===== config.mk =====
export PLATFORM = sky130hd
export DESIGN_NAME = fault_conf_ctr
export DESIGN_NICKNAME = d
export VERILOG_FILES = /design/src/rtl/fcc_pkg.sv /design/src/rtl/fcc_err_ctr.sv /design/src/rtl/fcc_phase_ctr.sv /design/src/rtl/fcc_state_eval.sv /design/src/rtl/fault_conf_ctr.sv
export SDC_FILE = /design/constraint.sdc
export NUM_CORES = 1
export LEC_CHECK = 0
export ABC_AREA = 1
export CELL_PAD_IN_SITES_DETAIL_PLACEMENT = 1
export CELL_PAD_IN_SITES_GLOBAL_PLACEMENT = 1
export CORE_ASPECT_RATIO = 1.4
export CORE_MARGIN = 10
export CORE_UTILIZATION = 42
export DETAILED_ROUTE_END_ITERATION = 6
export GPL_TIMING_DRIVEN = 1
export PLACE_DENSITY = 0.95
export RECOVER_POWER = 25
export SYNTH_ARGS = -nofsm -noshare
export SYNTH_HDL_FRONTEND = slang
export SYNTH_SLANG_ARGS = --single-unit

===== constraint.sdc =====
create_clock -name clk -period 4.8 [get_ports clk]
set_input_delay 0.48 -clock clk [delete_from_list [all_inputs] [get_ports clk]]
set_output_delay 0.48 -clock clk [all_outputs]
set_load 0.01 [all_outputs]

===== src/rtl/fcc_pkg.sv =====
package fcc_pkg;

    typedef enum logic [1:0] {
        FC_ACTIVE  = 2'd0,
        FC_PASSIVE = 2'd1,
        FC_BUSOFF  = 2'd2
    } fc_state_e;

    localparam logic [1:0] SMP_NOMINAL   = 2'd0;
    localparam logic [1:0] SMP_DATA      = 2'd1;
    localparam logic [1:0] SMP_SECONDARY = 2'd2;

    localparam int unsigned LOAD_TX  = 0;
    localparam int unsigned LOAD_RX  = 1;
    localparam int unsigned LOAD_NOM = 2;
    localparam int unsigned LOAD_DAT = 3;

endpackage


===== src/rtl/fcc_err_ctr.sv =====
module fcc_err_ctr #(
    parameter int W        = 9,
    parameter int BIG_STEP = 8
) (
    input  logic         clk,
    input  logic         rst_n,
    input  logic         en,
    input  logic         up_one,
    input  logic         up_big,
    input  logic         down_one,
    input  logic         load,
    input  logic [W-1:0] load_val,
    output logic [W-1:0] cnt_q
);
    localparam logic [W-1:0] CNT_MAX  = '1;
    localparam logic [W-1:0] CNT_ONE  = W'(1);
    localparam logic [W:0]   STEP_BIG = (W+1)'(BIG_STEP);
    localparam logic [W:0]   STEP_ONE = (W+1)'(1);

    typedef struct packed {
        logic [W-1:0] cnt;
    } ctr_state_t;

    ctr_state_t st_d, st_q;
    logic [W:0] sum_big_d, sum_one_d;

    always_comb begin
        sum_big_d = {1'b0, st_q.cnt} + STEP_BIG;
        sum_one_d = {1'b0, st_q.cnt} + STEP_ONE;
        st_d      = st_q;
        if (load) begin
            st_d.cnt = load_val;
        end else if (en) begin
            if (up_big) begin
                st_d.cnt = sum_big_d[W] ? CNT_MAX : sum_big_d[W-1:0];
            end else if (up_one) begin
                st_d.cnt = sum_one_d[W] ? CNT_MAX : sum_one_d[W-1:0];
            end else if (down_one && (st_q.cnt != '0)) begin
                st_d.cnt = st_q.cnt - CNT_ONE;
            end
        end
    end

    always_ff @(posedge clk or negedge rst_n) begin
        if (!rst_n) st_q <= '0;
        else        st_q <= st_d;
    end

    assign cnt_q = st_q.cnt;

    AST_LOAD_WINS: assert property (@(posedge clk) disable iff (!rst_n)
        load |=> (cnt_q == $past(load_val)));
    AST_DEC_FLOOR: assert property (@(posedge clk) disable iff (!rst_n)
        (!load && en && down_one && !up_one && !up_big && cnt_q == '0) |=> (cnt_q == '0));
    AST_INC_SAT: assert property (@(posedge clk) disable iff (!rst_n)
        (!load && en && (up_one || up_big) && cnt_q == CNT_MAX) |=> (cnt_q == CNT_MAX));
    AST_IDLE_HOLD: assert property (@(posedge clk) disable iff (!rst_n)
        (!load && !en) |=> $stable(cnt_q));
    AST_ONE_STEP: assert property (@(posedge clk) disable iff (!rst_n)
        (!load && en && up_one && !up_big && cnt_q != CNT_MAX) |=> (cnt_q == $past(cnt_q) + CNT_ONE));

endmodule


===== src/rtl/fcc_phase_ctr.sv =====
module fcc_phase_ctr #(
    parameter int W = 16
) (
    input  logic         clk,
    input  logic         rst_n,
    input  logic         bump,
    input  logic         load,
    input  logic [W-1:0] load_val,
    output logic [W-1:0] cnt_q
);
    localparam logic [W-1:0] CNT_MAX = '1;
    localparam logic [W-1:0] CNT_ONE = W'(1);

    typedef struct packed {
        logic [W-1:0] cnt;
    } tally_state_t;

    tally_state_t st_d, st_q;

    always_comb begin
        st_d = st_q;
        if (load) begin
            st_d.cnt = load_val;
        end else if (bump && (st_q.cnt != CNT_MAX)) begin
            st_d.cnt = st_q.cnt + CNT_ONE;
        end
    end

    always_ff @(posedge clk or negedge rst_n) begin
        if (!rst_n) st_q <= '0;
        else        st_q <= st_d;
    end

    assign cnt_q = st_q.cnt;

    AST_TALLY_STEP: assert property (@(posedge clk) disable iff (!rst_n)
        (!load && bump && cnt_q != CNT_MAX) |=> (cnt_q == $past(cnt_q) + CNT_ONE));
    AST_TALLY_HOLD: assert property (@(posedge clk) disable iff (!rst_n)
        (!load && !bump) |=> $stable(cnt_q));
    AST_TALLY_SAT: assert property (@(posedge clk) disable iff (!rst_n)
        (!load && cnt_q == CNT_MAX) |=> (cnt_q == CNT_MAX));

endmodule


===== src/rtl/fcc_state_eval.sv =====
module fcc_state_eval
    import fcc_pkg::*;
#(
    parameter int               CTR_W       = 9,
    parameter int               THR_W       = 8,
    parameter logic [THR_W-1:0] PASSIVE_RST = 8'h7F,
    parameter logic [THR_W-1:0] WARN_RST    = 8'h3F
) (
    input  logic             clk,
    input  logic             rst_n,
    input  logic [CTR_W-1:0] tx_cnt,
    input  logic [CTR_W-1:0] rx_cnt,
    input  logic             passive_wr,
    input  logic [THR_W-1:0] passive_val,
    input  logic             warn_wr,
    input  logic [THR_W-1:0] warn_val,
    output logic [1:0]       node_state,
    output logic             warn_flag,
    output logic             passive_toggle
);
    localparam logic [CTR_W-1:0] BUSOFF_LIM = CTR_W'((1 << THR_W) - 1);

    typedef struct packed {
        logic [THR_W-1:0] passive_thr;
        logic [THR_W-1:0] warn_thr;
        logic             was_passive;
    } eval_state_t;

    eval_state_t st_d, st_q;
    fc_state_e   state_now;
    logic [CTR_W-1:0] pthr_ext, wthr_ext;

    always_comb begin
        pthr_ext = CTR_W'(st_q.passive_thr);
        wthr_ext = CTR_W'(st_q.warn_thr);
        if ((tx_cnt > BUSOFF_LIM) || (rx_cnt > BUSOFF_LIM))      state_now = FC_BUSOFF;
        else if ((tx_cnt > pthr_ext) || (rx_cnt > pthr_ext))     state_now = FC_PASSIVE;
        else                                                     state_now = FC_ACTIVE;

        st_d             = st_q;
        st_d.was_passive = (state_now == FC_PASSIVE);
        if (passive_wr) st_d.passive_thr = passive_val;
        if (warn_wr)    st_d.warn_thr    = warn_val;
    end

    always_ff @(posedge clk or negedge rst_n) begin
        if (!rst_n) begin
            st_q.passive_thr <= PASSIVE_RST;
            st_q.warn_thr    <= WARN_RST;
            st_q.was_passive <= 1'b0;
        end else begin
            st_q <= st_d;
        end
    end

    assign node_state     = state_now;
    assign warn_flag      = (tx_cnt >= wthr_ext) || (rx_cnt >= wthr_ext);
    assign passive_toggle = (state_now == FC_PASSIVE) != st_q.was_passive;

    AST_THR_WRITE: assert property (@(posedge clk) disable iff (!rst_n)
        passive_wr |=> (st_q.passive_thr == $past(passive_val)));
    AST_WARN_WRITE: assert property (@(posedge clk) disable iff (!rst_n)
        warn_wr |=> (st_q.warn_thr == $past(warn_val)));
    AST_TOGGLE_EDGE: assert property (@(posedge clk) disable iff (!rst_n)
        passive_toggle |-> ((node_state == FC_PASSIVE) != $past(node_state == FC_PASSIVE)));
    AST_BUSOFF_TOP: assert property (@(posedge clk) disable iff (!rst_n)
        (tx_cnt > BUSOFF_LIM) |-> (node_state == FC_BUSOFF));

endmodule


===== src/rtl/fault_conf_ctr.sv =====
module fault_conf_ctr
    import fcc_pkg::*;
#(
    parameter int               CTR_W       = 9,
    parameter int               TALLY_W     = 16,
    parameter int               THR_W       = 8,
    parameter int               BIG_STEP    = 8,
    parameter logic [THR_W-1:0] PASSIVE_RST = 8'h7F,
    parameter logic [THR_W-1:0] WARN_RST    = 8'h3F
) (
    input  logic               clk,
    input  logic               rst_n,
    input  logic               bump_one,
    input  logic               bump_eight,
    input  logic               drop_one,
    input  logic               is_transmitter,
    input  logic [1:0]         sample_kind,
    input  logic [3:0]         sw_load_sel,
    input  logic [CTR_W-1:0]   sw_load_val,
    input  logic               passive_wr,
    input  logic [THR_W-1:0]   passive_val,
    input  logic               warn_wr,
    input  logic [THR_W-1:0]   warn_val,
    output logic [CTR_W-1:0]   tx_cnt,
    output logic [CTR_W-1:0]   rx_cnt,
    output logic [TALLY_W-1:0] nom_tally,
    output logic [TALLY_W-1:0] dat_tally,
    output logic [1:0]         node_state,
    output logic               warn_flag,
    output logic               passive_toggle
);
    localparam int NUM_DIR   = 2;
    localparam int NUM_PHASE = 2;
    localparam int PAD_W     = TALLY_W - CTR_W;

    typedef struct packed {
        logic up_big;
        logic up_one;
        logic down;
        logic any_up;
        logic nominal;
    } req_t;

    req_t req_d;
    logic [CTR_W-1:0]   dir_cnt   [NUM_DIR];
    logic [TALLY_W-1:0] phase_cnt [NUM_PHASE];
    logic [TALLY_W-1:0] tally_load_val;

    always_comb begin
        req_d.up_big  = bump_eight;
        req_d.up_one  = bump_one && !bump_eight;
        req_d.down    = drop_one && !bump_one && !bump_eight;
        req_d.any_up  = bump_one || bump_eight;
        req_d.nominal = (sample_kind == SMP_NOMINAL);
        tally_load_val = {{PAD_W{1'b0}}, sw_load_val};
    end

    for (genvar gi = 0; gi < NUM_DIR; gi++) begin : g_dir
        fcc_err_ctr #(
            .W        (CTR_W),
            .BIG_STEP (BIG_STEP)
        ) u_dir (
            .clk      (clk),
            .rst_n    (rst_n),
            .en       ((gi == 0) ? is_transmitter : !is_transmitter),
            .up_one   (req_d.up_one),
            .up_big   (req_d.up_big),
            .down_one (req_d.down),
            .load     (sw_load_sel[LOAD_TX + gi]),
            .load_val (sw_load_val),
            .cnt_q    (dir_cnt[gi])
        );
    end

    for (genvar gp = 0; gp < NUM_PHASE; gp++) begin : g_phase
        fcc_phase_ctr #(
            .W (TALLY_W)
        ) u_phase (
            .clk      (clk),
            .rst_n    (rst_n),
            .bump     (req_d.any_up && ((gp == 0) ? req_d.nominal : !req_d.nominal)),
            .load     (sw_load_sel[LOAD_NOM + gp]),
            .load_val (tally_load_val),
            .cnt_q    (phase_cnt[gp])
        );
    end

    assign tx_cnt    = dir_cnt[0];
    assign rx_cnt    = dir_cnt[1];
    assign nom_tally = phase_cnt[0];
    assign dat_tally = phase_cnt[1];

    fcc_state_eval #(
        .CTR_W       (CTR_W),
        .THR_W       (THR_W),
        .PASSIVE_RST (PASSIVE_RST),
        .WARN_RST    (WARN_RST)
    ) u_eval (
        .clk            (clk),
        .rst_n          (rst_n),
        .tx_cnt         (tx_cnt),
        .rx_cnt         (rx_cnt),
        .passive_wr     (passive_wr),
        .passive_val    (passive_val),
        .warn_wr        (warn_wr),
        .warn_val       (warn_val),
        .node_state     (node_state),
        .warn_flag      (warn_flag),
        .passive_toggle (passive_toggle)
    );

    AST_ROUTE_TX: assert property (@(posedge clk) disable iff (!rst_n)
        (is_transmitter && !sw_load_sel[LOAD_RX]) |=> $stable(rx_cnt));
    AST_ROUTE_RX: assert property (@(posedge clk) disable iff (!rst_n)
        (!is_transmitter && !sw_load_sel[LOAD_TX]) |=> $stable(tx_cnt));
    AST_DROP_NO_TALLY: assert property (@(posedge clk) disable iff (!rst_n)
        (!bump_one && !bump_eight && sw_load_sel[LOAD_DAT:LOAD_NOM] == 2'b00)
        |=> ($stable(nom_tally) && $stable(dat_tally)));
    AST_BIG_WINS: assert property (@(posedge clk) disable iff (!rst_n)
        (bump_eight && is_transmitter && !sw_load_sel[LOAD_TX] && tx_cnt == '0)
        |=> (tx_cnt == CTR_W'(BIG_STEP)));

endmodule


==> metrics.log <==
INFO  metric power.share.clock = 0.336
INFO  metric globalRouteOverflowTotal = 0
INFO  metric setup.reg_to_reg.worst_slack = 2.39 ns
INFO  metric seq_power_share = 0.336
INFO  metric dp.cells = 1,192
INFO  metric violations_in_the_final_reports = capacitance limit, slew limit
INFO  metric power_density = 304 nW/um2
INFO  metric yosysUniqueCellTypes = 34
INFO  metric post_cts_buffers = 0
INFO  metric ys.flop_type = dfrtp_1
INFO  metric via_count = 6,710
INFO  metric timing.slew.headroom = -0.501
INFO  metric dr.first_iter.drc_count = 345
INFO  metric power_switching_share = 0.372
INFO  metric final_util = 0.527
INFO  metric start_kind = register
INFO  metric post_route_cells_drive_above_1_share = 0.0587
INFO  metric postSynthCellCount = 937
INFO  metric timing.critical_path.fanout_max = 12
INFO  metric finalCriticalPeriod = 3.47 ns
INFO  metric cts_inserted_buffers = 9
INFO  metric postSynthAreaPerCell = 6.38 um2
INFO  metric num-fill-cells = 1,899
INFO  metric regToRegStartpoint = g_phase[1].u_phase.cnt_q[0]$_DFFE_PN0P_
INFO  metric postSynthRegisterBits = 67
INFO  metric first_pass_iters = 5
INFO  metric synth_enable_flop_cells = 0
INFO  metric critPathCapture = passive_toggle
INFO  metric yosysSeqAreaShare = 0.283
INFO  metric cp_arrival = 2.99 ns
INFO  metric number_of_gates_resized_after_cts = 0
INFO  metric final_worst_hold_slack = 0.534 ns
INFO  metric cts.sinks = 67
INFO  metric place.port_buffers = 92
INFO  metric power.ir.vdd_worst = 0.000162 V
INFO  metric die_h = 161 um
INFO  metric layout.cell_area.non_filler = 7330 um2
INFO  metric drc = 0
INFO  metric timing.critical_path.slowest_stage_cell = dfrtp_1
INFO  metric antenna_diode_count = 0
INFO  metric ff2ff_path_depth = 9
INFO  metric wl_per_cell = 18.7 um
INFO  metric initial_core_util = 0.429
INFO  metric max_freq = 288 MHz
INFO  metric static_leakage_power = 3.50 nW
INFO  metric critical_path_class = reg -> out
INFO  metric design.die.area = 19,500 um2
INFO  metric final_hold_viol_count = 0
INFO  metric floorplan.die.width = 121 um
INFO  metric dp_worst_setup_slack = 1.67 ns
INFO  metric final-instance-count-excl-fill = 1,207
INFO  metric postRouteAntennaNets = 0
INFO  metric netlist_area = 5970 um2
INFO  metric setup_viol = 0
INFO  metric worst_clock_skew = 0.00698 ns
INFO  metric synthToLayoutAreaGrowth = 22.8%
INFO  metric startpoint = g_dir[0].u_dir.cnt_q[3]$_DFFE_PN0P_
INFO  metric floorplan.core_area = 13,900 um2
INFO  metric mostFrequentLayoutCell = nand2_1
INFO  metric crit_top_cell = nand2_1
INFO  metric grt_first_pass_wirelength = 37,200 um
INFO  metric ys_warn_count = 0
INFO  metric critPathCaptureType = primary output
INFO  metric sw_pwr = 830 uW
INFO  metric tritoncts = yes
INFO  metric final_min_period_over_clock_period = 0.723
INFO  metric cts_root_buf = clkbuf_16
INFO  metric async_flop_share = 1.00
INFO  metric hold_path.class = in -> async
INFO  metric syn_nets = 1,024
INFO  metric setup_repair_after_global_routing_missed_its_margin = no
INFO  metric worst_skew_pair.late_latency = 0.35 ns
INFO  metric drt-vias-per-instance = 5.56
INFO  metric nets = 1,105
INFO  metric clk_path_buf_depth = 2
INFO  metric worstPathCellList = ha_1, inv_1, nor2_1, nand2_1, o21ai_0, nand2_1, nand2_1, inv_1, nand2_1, nand2_1, nand2_1, clkdlybuf4s50_1
INFO  metric worst_r2r_endpoint = g_phase[1].u_phase.cnt_q[7]$_DFFE_PN0P_
INFO  metric post-layout-total-power = 2.23 mW
INFO  metric comb_power_share = 0.328
INFO  metric most-common-layout-cells = nand2_1, nand3_1, inv_1
INFO  metric grt_antenna_before_repair = 0
INFO  metric internal_power = 1.40 mW
INFO  metric tightestPinTransition = 2.25 ns
INFO  metric post-dp-hpwl = 17,200 um
INFO  metric groute.usage.overall = 0.234
INFO  metric dpl_cell_area = 7010 um2
INFO  metric first_global_vias = 7,368
INFO  metric grt_max_degree = 41
INFO  metric ioPinCount = 93
INFO  metric cp_required = 4.32 ns
INFO  metric max_cap_viol_count = 2
INFO  metric max_stage_delay = 0.62 ns
INFO  metric gp_routability_congestion = 0.922
INFO  metric placement_rows = 51
INFO  metric clkSlewWorstSetupHoldPaths = 0.06 ns
INFO  metric cts.hold.buffers_added = 0
INFO  metric totalWireLength = 22,500 um
INFO  metric fin_tns_setup = 0 ns
INFO  metric final_max_slew_viol_count = 70
INFO  metric cts.htree.levels = 3
INFO  metric finalWorstSetupSlack = 1.33 ns
INFO  metric status = finished, violations left
==> worst min path at each step <==
stage,end,slack [ns],cells past startpoint
final,g_phase[1].u_phase.cnt_q[14]$_DFFE_PN0P_,0.53,1
after global routing,u_eval.pthr_ext[6]$_DFFE_PN1P_,0.56,2
after CTS,g_phase[1].u_phase.cnt_q[14]$_DFFE_PN0P_,0.18,1
after detailed placement,u_eval.pthr_ext[6]$_DFFE_PN1P_,0.53,2
after global placement,u_eval.pthr_ext[6]$_DFFE_PN1P_,0.52,2
after floorplan,g_dir[0].u_dir.cnt_q[0]$_DFFE_PN0P_,0.18,0
==> Yosys cell counts (2+ instances only) <==
cell	n	area, um2
a21oi_1	29	145
buf_1	2	7.51
buf_2	11	55.1
buf_6	2	22.5
clkbuf_1	7	26.3
dfrtp_1	54	1350
dfstp_2	13	342
ha_1	48	601
inv_1	102	383
inv_2	4	15.0
mux2_2	2	22.5
nand2_1	317	1190
nand2_2	4	25.0
nand3_1	107	536
nand3b_1	3	22.5
nand4_1	34	213
nor2_1	74	278
nor2_2	5	31.3
nor2_4	4	45.0
nor3_1	24	120
nor3b_1	4	30.0
o21ai_0	50	250
o21ai_1	10	50.1
o21ai_2	2	17.5
or2_2	8	50.1
xnor2_1	3	26.3
xor2_1	7	61.3
==> metal layers <==
metal / track usage / up-vias / share of wire
met5: 0 / - / 0
met4: 0.114 / 0 / 0.041
met3: 0.0499 / 67 / 0.051
met2: 0.415 / 199 / 0.51
met1: 0.256 / 3228 / 0.40
li1: - / 3216 / -
==> cells by family after synthesis <==
family,count (synthesis),share of synthesized area
muxes,2,0.00377
adders and majority gates,48,0.101
DFF,67,0.283
AOI/OAI and AO/OA,93,0.0802
xor gates and xnor gates,10,0.0147
and+or+nand+nor,586,0.430
buffers and inverters,131,0.0880
==> worst max-delay path: cells and delay by family (launching register included) <==
kind / cells / cell delay [ns]
flip-flops: 1 / 0.62
AO/OA/AOI/OAI: 1 / 0.19
buffers and inverters: 3 / 0.72
adder cells (fa/ha/maj): 1 / 0.37
AND/OR/NAND/NOR: 7 / 0.75
==> state kept, by name, summed over array words and instances (netlist names) <==
name                   cells
g_phase.u_phase.cnt_q     32
g_dir.u_dir.cnt_q         18
u_eval.st_q                9
u_eval.pthr_ext            8
==> power groups by stage <==
stage	Sequential (mW)	Combinational (mW)	Clock, mW
6_report	0.750	0.731	0.750
2_1_floorplan	0.716	0.440	0
4_1_cts	0.746	0.736	0.758
5_1_grt	0.758	0.829	0.779
3_5_place_dp	0.754	0.726	0
3_3_place_gp	0.754	0.694	0
==> area by class of cell <==
type                            instances  area, um2  share of cell area
Sequential cell                        67       1690               0.231
Timing Repair Buffer                   94        926               0.126
Clock inverter                          4       73.8              0.0101
Multi-Input combinational cell        739       3760               0.512
Inverter                              107        402              0.0548
Clock buffer                           11        253              0.0345
Tap cell                              185        231              0.0316
No activity file was read; power rests on OpenSTA's default activity.
